## src/rtl/pdn_irq_pkg.sv

```systemverilog
package pdn_irq_pkg;
  localparam int N_SRC    = 2;   // 0: link change, 1: energy-detect change
  localparam int PD_BIT   = 11;  // power-down in the basic control register
  localparam int OE_BIT   = 0;   // pad output enable in the control register
  localparam int IE_BIT   = 1;   // interrupt enable in the control register
  localparam int MASK_LSB = 5;   // first mask bit in the mask/status register
  localparam int STAT_LSB = 13;  // first pending bit in the mask/status register

  typedef struct packed {
    logic wrBasic;
    logic wrCtrl;
    logic wrMaskStat;
    logic rdBasic;
    logic rdCtrl;
    logic rdMaskStat;
  } regStrobe_t;
endpackage

```

## src/rtl/pdn_irq_ctrl.sv

```systemverilog
module pdn_irq_ctrl
  import pdn_irq_pkg::*;
#(
  parameter int ADDR_W     = 5,
  parameter int ADDR_BASIC = 'h00,
  parameter int ADDR_CTRL  = 'h11,
  parameter int ADDR_MSR   = 'h12
) (
  input  logic              regWrEn,
  input  logic              regRdEn,
  input  logic [ADDR_W-1:0] regAddr,
  output regStrobe_t        strb
);
  localparam logic [ADDR_W-1:0] A_BASIC = ADDR_W'(ADDR_BASIC);
  localparam logic [ADDR_W-1:0] A_CTRL  = ADDR_W'(ADDR_CTRL);
  localparam logic [ADDR_W-1:0] A_MSR   = ADDR_W'(ADDR_MSR);

  logic hitBasic, hitCtrl, hitMsr;

  always_comb begin
    hitBasic = (regAddr == A_BASIC);
    hitCtrl  = (regAddr == A_CTRL);
    hitMsr   = (regAddr == A_MSR);
    strb.wrBasic    = regWrEn & hitBasic;
    strb.wrCtrl     = regWrEn & hitCtrl;
    strb.wrMaskStat = regWrEn & hitMsr;
    strb.rdBasic    = regRdEn & hitBasic;
    strb.rdCtrl     = regRdEn & hitCtrl;
    strb.rdMaskStat = regRdEn & hitMsr;
  end
endmodule

```

## src/rtl/pdn_irq_dp.sv

```systemverilog
module pdn_irq_dp
  import pdn_irq_pkg::*;
#(
  parameter int DATA_W      = 16,
  parameter int SYNC_STAGES = 2
) (
  input  logic              clk,
  input  logic              rstN,
  input  regStrobe_t        strb,
  input  logic [DATA_W-1:0] regWrData,
  input  logic [N_SRC-1:0]  evtVec,
  input  logic              pinIn,
  output logic [DATA_W-1:0] regRdData,
  output logic              pinDriveLow,
  output logic              powerDown,
  output logic [N_SRC-1:0]  pendVec,
  output logic [N_SRC-1:0]  maskVec,
  output logic              outEn,
  output logic              intEn,
  output logic              pdBit
);
  logic [N_SRC-1:0]       maskQ, pendQ, hitNow;
  logic                   pdQ, oeQ, ieQ;
  logic [SYNC_STAGES-1:0] syncQ;
  logic                   padLowSync;

  // control and basic registers
  always_ff @(posedge clk or negedge rstN) begin
    if (!rstN) begin
      pdQ <= 1'b0;
      oeQ <= 1'b0;
      ieQ <= 1'b0;
    end else begin
      if (strb.wrBasic) pdQ <= regWrData[PD_BIT];
      if (strb.wrCtrl) begin
        oeQ <= regWrData[OE_BIT];
        ieQ <= regWrData[IE_BIT];
      end
    end
  end

  // per-source mask and pending flag
  assign hitNow = evtVec & maskQ;

  for (genvar i = 0; i < N_SRC; i++) begin : g_src
    always_ff @(posedge clk or negedge rstN) begin
      if (!rstN) begin
        maskQ[i] <= 1'b0;
        pendQ[i] <= 1'b0;
      end else begin
        if (strb.wrMaskStat) maskQ[i] <= regWrData[MASK_LSB+i];
        if (strb.rdMaskStat) pendQ[i] <= hitNow[i];
        else if (hitNow[i])  pendQ[i] <= 1'b1;
      end
    end
  end

  // pad synchronizer, idle level high
  for (genvar s = 0; s < SYNC_STAGES; s++) begin : g_sync
    always_ff @(posedge clk or negedge rstN) begin
      if (!rstN) syncQ[s] <= 1'b1;
      else if (s == 0) syncQ[s] <= pinIn;
      else syncQ[s] <= syncQ[(s == 0) ? 0 : s-1];
    end
  end

  assign padLowSync = ~syncQ[SYNC_STAGES-1];

  // outputs
  always_comb begin
    pinDriveLow = oeQ & ieQ & ((|pendQ) | (|hitNow));
    powerDown   = pdQ | (~oeQ & padLowSync);
  end

  always_comb begin
    regRdData = '0;
    if (strb.rdBasic) regRdData[PD_BIT] = pdQ;
    if (strb.rdCtrl) begin
      regRdData[OE_BIT] = oeQ;
      regRdData[IE_BIT] = ieQ;
    end
    if (strb.rdMaskStat) begin
      for (int i = 0; i < N_SRC; i++) begin
        regRdData[MASK_LSB+i] = maskQ[i];
        regRdData[STAT_LSB+i] = pendQ[i];
      end
    end
  end

  assign pendVec = pendQ;
  assign maskVec = maskQ;
  assign outEn   = oeQ;
  assign intEn   = ieQ;
  assign pdBit   = pdQ;
endmodule

```

## src/rtl/pdn_irq_pin.sv

```systemverilog
module pdn_irq_pin
  import pdn_irq_pkg::*;
#(
  parameter int ADDR_W      = 5,
  parameter int DATA_W      = 16,
  parameter int SYNC_STAGES = 2,
  parameter int ADDR_BASIC  = 'h00,
  parameter int ADDR_CTRL   = 'h11,
  parameter int ADDR_MSR    = 'h12
) (
  input  logic              clk,
  input  logic              rstN,
  input  logic              regWrEn,
  input  logic              regRdEn,
  input  logic [ADDR_W-1:0] regAddr,
  input  logic [DATA_W-1:0] regWrData,
  output logic [DATA_W-1:0] regRdData,
  input  logic              linkEvt,
  input  logic              energyEvt,
  input  logic              pinIn,
  output logic              pinDriveLow,
  output logic              powerDown
);
  regStrobe_t       strb;
  logic [N_SRC-1:0] pendVec, maskVec;
  logic             outEn, intEn, pdBit;

  pdn_irq_ctrl #(
    .ADDR_W(ADDR_W), .ADDR_BASIC(ADDR_BASIC),
    .ADDR_CTRL(ADDR_CTRL), .ADDR_MSR(ADDR_MSR)
  ) u_ctrl (
    .regWrEn(regWrEn), .regRdEn(regRdEn), .regAddr(regAddr), .strb(strb)
  );

  pdn_irq_dp #(.DATA_W(DATA_W), .SYNC_STAGES(SYNC_STAGES)) u_dp (
    .clk(clk), .rstN(rstN), .strb(strb), .regWrData(regWrData),
    .evtVec({energyEvt, linkEvt}), .pinIn(pinIn),
    .regRdData(regRdData), .pinDriveLow(pinDriveLow), .powerDown(powerDown),
    .pendVec(pendVec), .maskVec(maskVec), .outEn(outEn), .intEn(intEn),
    .pdBit(pdBit)
  );
endmodule

```

## config.mk

```make
export PLATFORM = sky130hd
export DESIGN_NAME = pdn_irq_pin
export DESIGN_NICKNAME = d
export VERILOG_FILES = /design/src/rtl/pdn_irq_pkg.sv /design/src/rtl/pdn_irq_ctrl.sv /design/src/rtl/pdn_irq_dp.sv /design/src/rtl/pdn_irq_pin.sv
export SDC_FILE = /design/constraint.sdc
export NUM_CORES = 1
export LEC_CHECK = 0
export ABC_AREA = 0
export BUFFER_PORTS_ARGS = -buffer_cell sky130_fd_sc_hd__buf_2
export CAP_MARGIN = 30
export CORE_UTILIZATION = 35
export CTS_BUF_LIST = sky130_fd_sc_hd__clkbuf_4
export CTS_CLUSTER_SIZE = 12
export DETAILED_ROUTE_END_ITERATION = 16
export PLACE_DENSITY_LB_ADDON = 0.25
export SYNTH_ARGS = -nofsm -noshare
export SYNTH_HDL_FRONTEND = slang
export SYNTH_HIERARCHICAL = 1
export SYNTH_SLANG_ARGS = --single-unit
```

## constraint.sdc

```tcl
create_clock -name clk -period 0.9 [get_ports clk]
set_clock_uncertainty 0.15 [all_clocks]
set_input_delay 0.18 -clock clk [delete_from_list [all_inputs] [get_ports clk]]
set_output_delay 0.18 -clock clk [all_outputs]
set_load 0.01 [all_outputs]
```

* After elaboration in Yosys (flattened, before gate mapping) *
Index checks and enable logic that the tools add are counted.

operators by class
  eq/ne operators = 2
  multiplexer cells = 8
  bitwise logic cells = 14
  reductions and logical operators = 5

operators with widths
  kind                                   number
  5-bit == test (second input constant)  2
  1-bit AND                              9
  2-bit 2-to-1 mux                       3
  5-bit logical NOT                      1
  1-bit 2-to-1 mux                       5
  2-bit nonzero test                     2
  2-bit OR reduction                     2
  2-bit AND                              1
  1-bit inverter                         2
  1-bit bitwise OR                       2

word-level totals
  word-level logic and storage cells = 38
  input port bits = 28
  output and inout port bits = 18
  flip-flop bits (word level) = 9

* Depth between registers and ports, before layout *
  word-level depth = 4
  gate-level depth with buffers = 3
  gate-level depth less buffers = 3

* Modules after synthesis *
The synthesis kept the hierarchy.

by module, submodules not included
  module        sequential area each (um^2)  area an instance (um^2)  times used  cells an instance
  pdn_irq_dp    227.7                        470.5                    1           40
  pdn_irq_ctrl  0.0                          77.6                     1           10

* Least setup slack after synthesis *
No wires, ideal clock.

  kind = input to register
  from = input port regAddr[3]
  to = register u_dp.ieQ (netlist: u_dp/intEn)
  arrival = 0.867 ns
  slack = -0.242 ns
  cell stages on the path = 3
  library setup time = 0.125 ns
  required time = 0.625 ns
  buffers on the path = 0
  cell sequence = nor2_2 > and4_1 > mux2_4

RTL lines
  element                 RTL line           source
  start: declaration      pdn_irq_pin.sv:15  input logic [ADDR_W-1:0] regAddr,
  end signal: assignment  pdn_irq_dp.sv:37   ieQ <= regWrData[IE_BIT];
  end: declaration        pdn_irq_dp.sv:23   logic pdQ, oeQ, ieQ;

* Final worst setup path *
  from = register u_dp.pendQ[0] (netlist: u_dp/pendVec[0])
  to = output port pinDriveLow

on the way
  word-level cells in the longest chain between the ends = 3

ends and longest elaborated chain
  element                           RTL line           source
  start: declaration                pdn_irq_dp.sv:22   logic [N_SRC-1:0] maskQ, pendQ, hitNow;
  start signal: indexed assignment  pdn_irq_dp.sv:52   if (strb.rdMaskStat) pendQ[i] <= hitNow[i];
  2-bit OR reduction                pdn_irq_dp.sv:71   pinDriveLow = oeQ & ieQ & ((|pendQ) | (|hitNow));
  1-bit bitwise OR                  pdn_irq_dp.sv:71
  1-bit AND                         pdn_irq_dp.sv:71
  end: declaration                  pdn_irq_pin.sv:21  output logic pinDriveLow,

No other way between the ends.

==> run_results.csv <==
group,metric,value,unit
run_status,status,"finished, violations left",
run_status,violations,"setup timing",
die,rows,13,
worst_setup_path,crit_path_max_incr_delay,350,ps
global_route,antenna_found_initial,0,
synthesis,async_flop_share,1.00,
worst_setup_path,reg2reg_to,"u_dp/outEn",
clocking,ctsHoldBuffers,2,
global_route,grt_max_degree,10,
worst_setup_path,cp.arrival,1050,ps
worst_setup_path,crit_chain,"inv_1, a41oi_2, buf_2",
routing,drtIter0Drc,5,
synthesis,synth_most_common_cell,"buf_4",
synthesis,synth.top_cell.area_share,0.320,
pwr,max-vdd-ir-drop,0.622,mV
sta,fin_crit,1380,ps
sta,fmax,726,MHz
routing,drcViolationCount,0,
synthesis,synth_top_area_cell,"dfrtp_1",
final_layout,syn2layout_area_growth,55.0,%
clocking,clk_path_buf_depth,2,
global_route,grtUsageTotal,0.138,
worst_setup_path,r2r-start,"u_dp/outEn",
clocking,clock-root-buffer,"clkbuf_4",
worst_setup_path,r2r.worst_path.cells,2,
placed_design,globalplace.congestion,0.707,
worst_setup_path,reg2reg_slack,-180,ps
synthesis,syn_avg_cell_area,11.0,µm²
hold_path,hold_path.class,"in2reg",
sta,hold_viol,0,
clocking,cts_max_level,1,
placed_design,dpl.hpwl,881,µm
synthesis,yosysWarnings,6,
placed_design,placed_cell_area,691,µm²
sta,setup_slack,-478,ps
run,drv_cap,0,
pwr,leakage,0.444,nW
sta,drv_slew,0,
placed_design,port_buffers,25,
final_layout,final_cells,99,
die,die_w,41.6,µm
hold_path,min_to,"u_dp/pdBit",
synthesis,syn_area,548,µm²
die,dieHeight,41.6,µm
die,ioPinCount,46,
final_layout,antennaDiodeCount,0,
sta,post-route-period-util,1.53,
routing,viasPerCell,4.70,
synthesis,ys_types,16,
worst_setup_path,cp_max_fo,2,
worst_setup_path,crit_type,"reg2out",
hold_path,min-delay-start,"regWrData[11]",
worst_setup_path,required,570,ps
die,core_area,1380,µm²
sta,setup_viol,14,
final_layout,drive_above_1_share,0.679,
placed_design,placed_cells,89,
routing,ant_nets,0,
final_layout,postLayoutCellArea,850,µm²
sta,holdWs,1.32,ps
placed_design,place_ws,-418,ps
global_route,grt_pass1_vias,443,
routing,vias,465,
routing,wl_per_cell,11.3,µm
die,dieArea,1730,µm²
synthesis,synth-seq-cells,9,
worst_setup_path,cp-end-kind,"output port",
synthesis,ys.flop_type,"dfrtp_1",
clocking,numCtsBuffers,3,
global_route,grt_remaining_overflow,0,
hold_path,worstHoldPathCells,2,
routing,finalWirelength,1120,µm
clocking,clock_sinks,9,
synthesis,ys_seq_area_frac,0.416,
final_layout,nNetsFinal,113,
global_route,grt_pass1_wl,1780,µm
worst_setup_path,slowest_stage,"dfrtp_1",
clocking,worstSkewPairLatency,250,ps
clocking,cts_tree,"built",
synthesis,synth_common_cells,"buf_4 (9), and2_1 (7), dfrtp_1 (7), mux2_4 (5), and4_1 (4)",
routing,first_pass_iters,3,
die,start_util,0.396,
synthesis,synth_area_leaders,"dfrtp_1 (32%), mux2_4 (14%), buf_4 (12%)",
sta,rsz0062_at_grt,"yes",
synthesis,netlist_instances,50,
worst_setup_path,start_kind,"register",
pwr,cellPowerDensity,1380,nW/µm²
clocking,clkSlewWorstSetupHoldPaths,60,ps
synthesis,synth_edf_count,0,
final_layout,final_util,0.614,
==> worst max-delay path, delay by kind of cell (launching register included) <==
kind | cells | cell delay (ps)
buf+inv | 2 | 240
flops | 1 | 350
compound gates | 1 | 200
==> final cells by class <==
type                    instances  area (µm²)
multi-input cells              38         330
fillers                       123         533
clock buffers                   4        30.0
flip-flops and latches          9         228
inverters                       2        7.51
repair buffers                 31         235
well taps                      15        18.8
==> cells in the final DEF (no fill, tap or decap), types with 3 or more instances in the layout <==
cell / Yosys / routed
conb_1: 1 / 9
buf_6: 0 / 10
dfrtp_1: 7 / 7
and4_4: 0 / 3
mux2_4: 5 / 5
clkbuf_4: 0 / 4
buf_4: 9 / 3
buf_2: 0 / 16
and2_4: 0 / 5
==> metal layers <==
layer / share of wire / vias up / track usage
met4: 0.011 / 0 / 0.0968
li1: - / 221 / -
met3: 0.057 / 2 / 0.0391
met1: 0.38 / 221 / 0.142
met5: 0 / - / 0
met2: 0.55 / 21 / 0.238
==> state kept, by name (all words and copies together), names as in the netlist <==
signal	flops
u_dp/syncQ	2
u_dp/maskVec	2
u_dp/pendVec	2
u_dp/intEn	1
u_dp/pdBit	1
u_dp/outEn	1
==> per-stage QoR <==
step / setup TNS [ps] / power, mW
after global placement: -5100 / 0.752
final: -4100 / 1.17
after floorplan: -1750 / 0.695
after global routing: -4560 / 1.23
after CTS: -3730 / 1.14
after detailed placement: -5190 / 0.767
==> what timing repair did <==
item                                    CTS  global route
endpoints found under the setup margin   14            15
pin swaps                                12             6
buffers inserted                          2             3
resized for setup                        12             9
hold endpoints to repair                 11             1
==> worst max path at each step <==
stage	start	to	slack, ps	cells past startpoint
3_5_place_dp	regAddr[1]	regRdData[13]	-420	5
3_3_place_gp	regAddr[1]	regRdData[5]	-420	5
5_1_grt	u_dp/pendVec[0]	pinDriveLow	-520	3
4_1_cts	u_dp/outEn	pinDriveLow	-490	3
6_report	u_dp/pendVec[0]	pinDriveLow	-480	3
2_1_floorplan	regAddr[3]	u_dp/intEn	-190	3
==> power by group <==
part / leakage [nW] / switching (mW) / internal [mW]
clock: 0.0184 / 0.132 / 0.200
sequential: 0.104 / 0.0485 / 0.473
combinational: 0.321 / 0.128 / 0.186
total: 0.444 / 0.309 / 0.860
==> cell families after synthesis <==
group                  count (synthesis)  share of synthesized area
AOI/OAI and AO/OA                      4                     0.0617
buffers and inverters                 11                      0.137
DFF                                    9                      0.416
muxes                                  5                      0.137
other                                  1                    0.00684
and+or+nand+nor                       20                      0.242
Power figures use the tool's default switching activity.
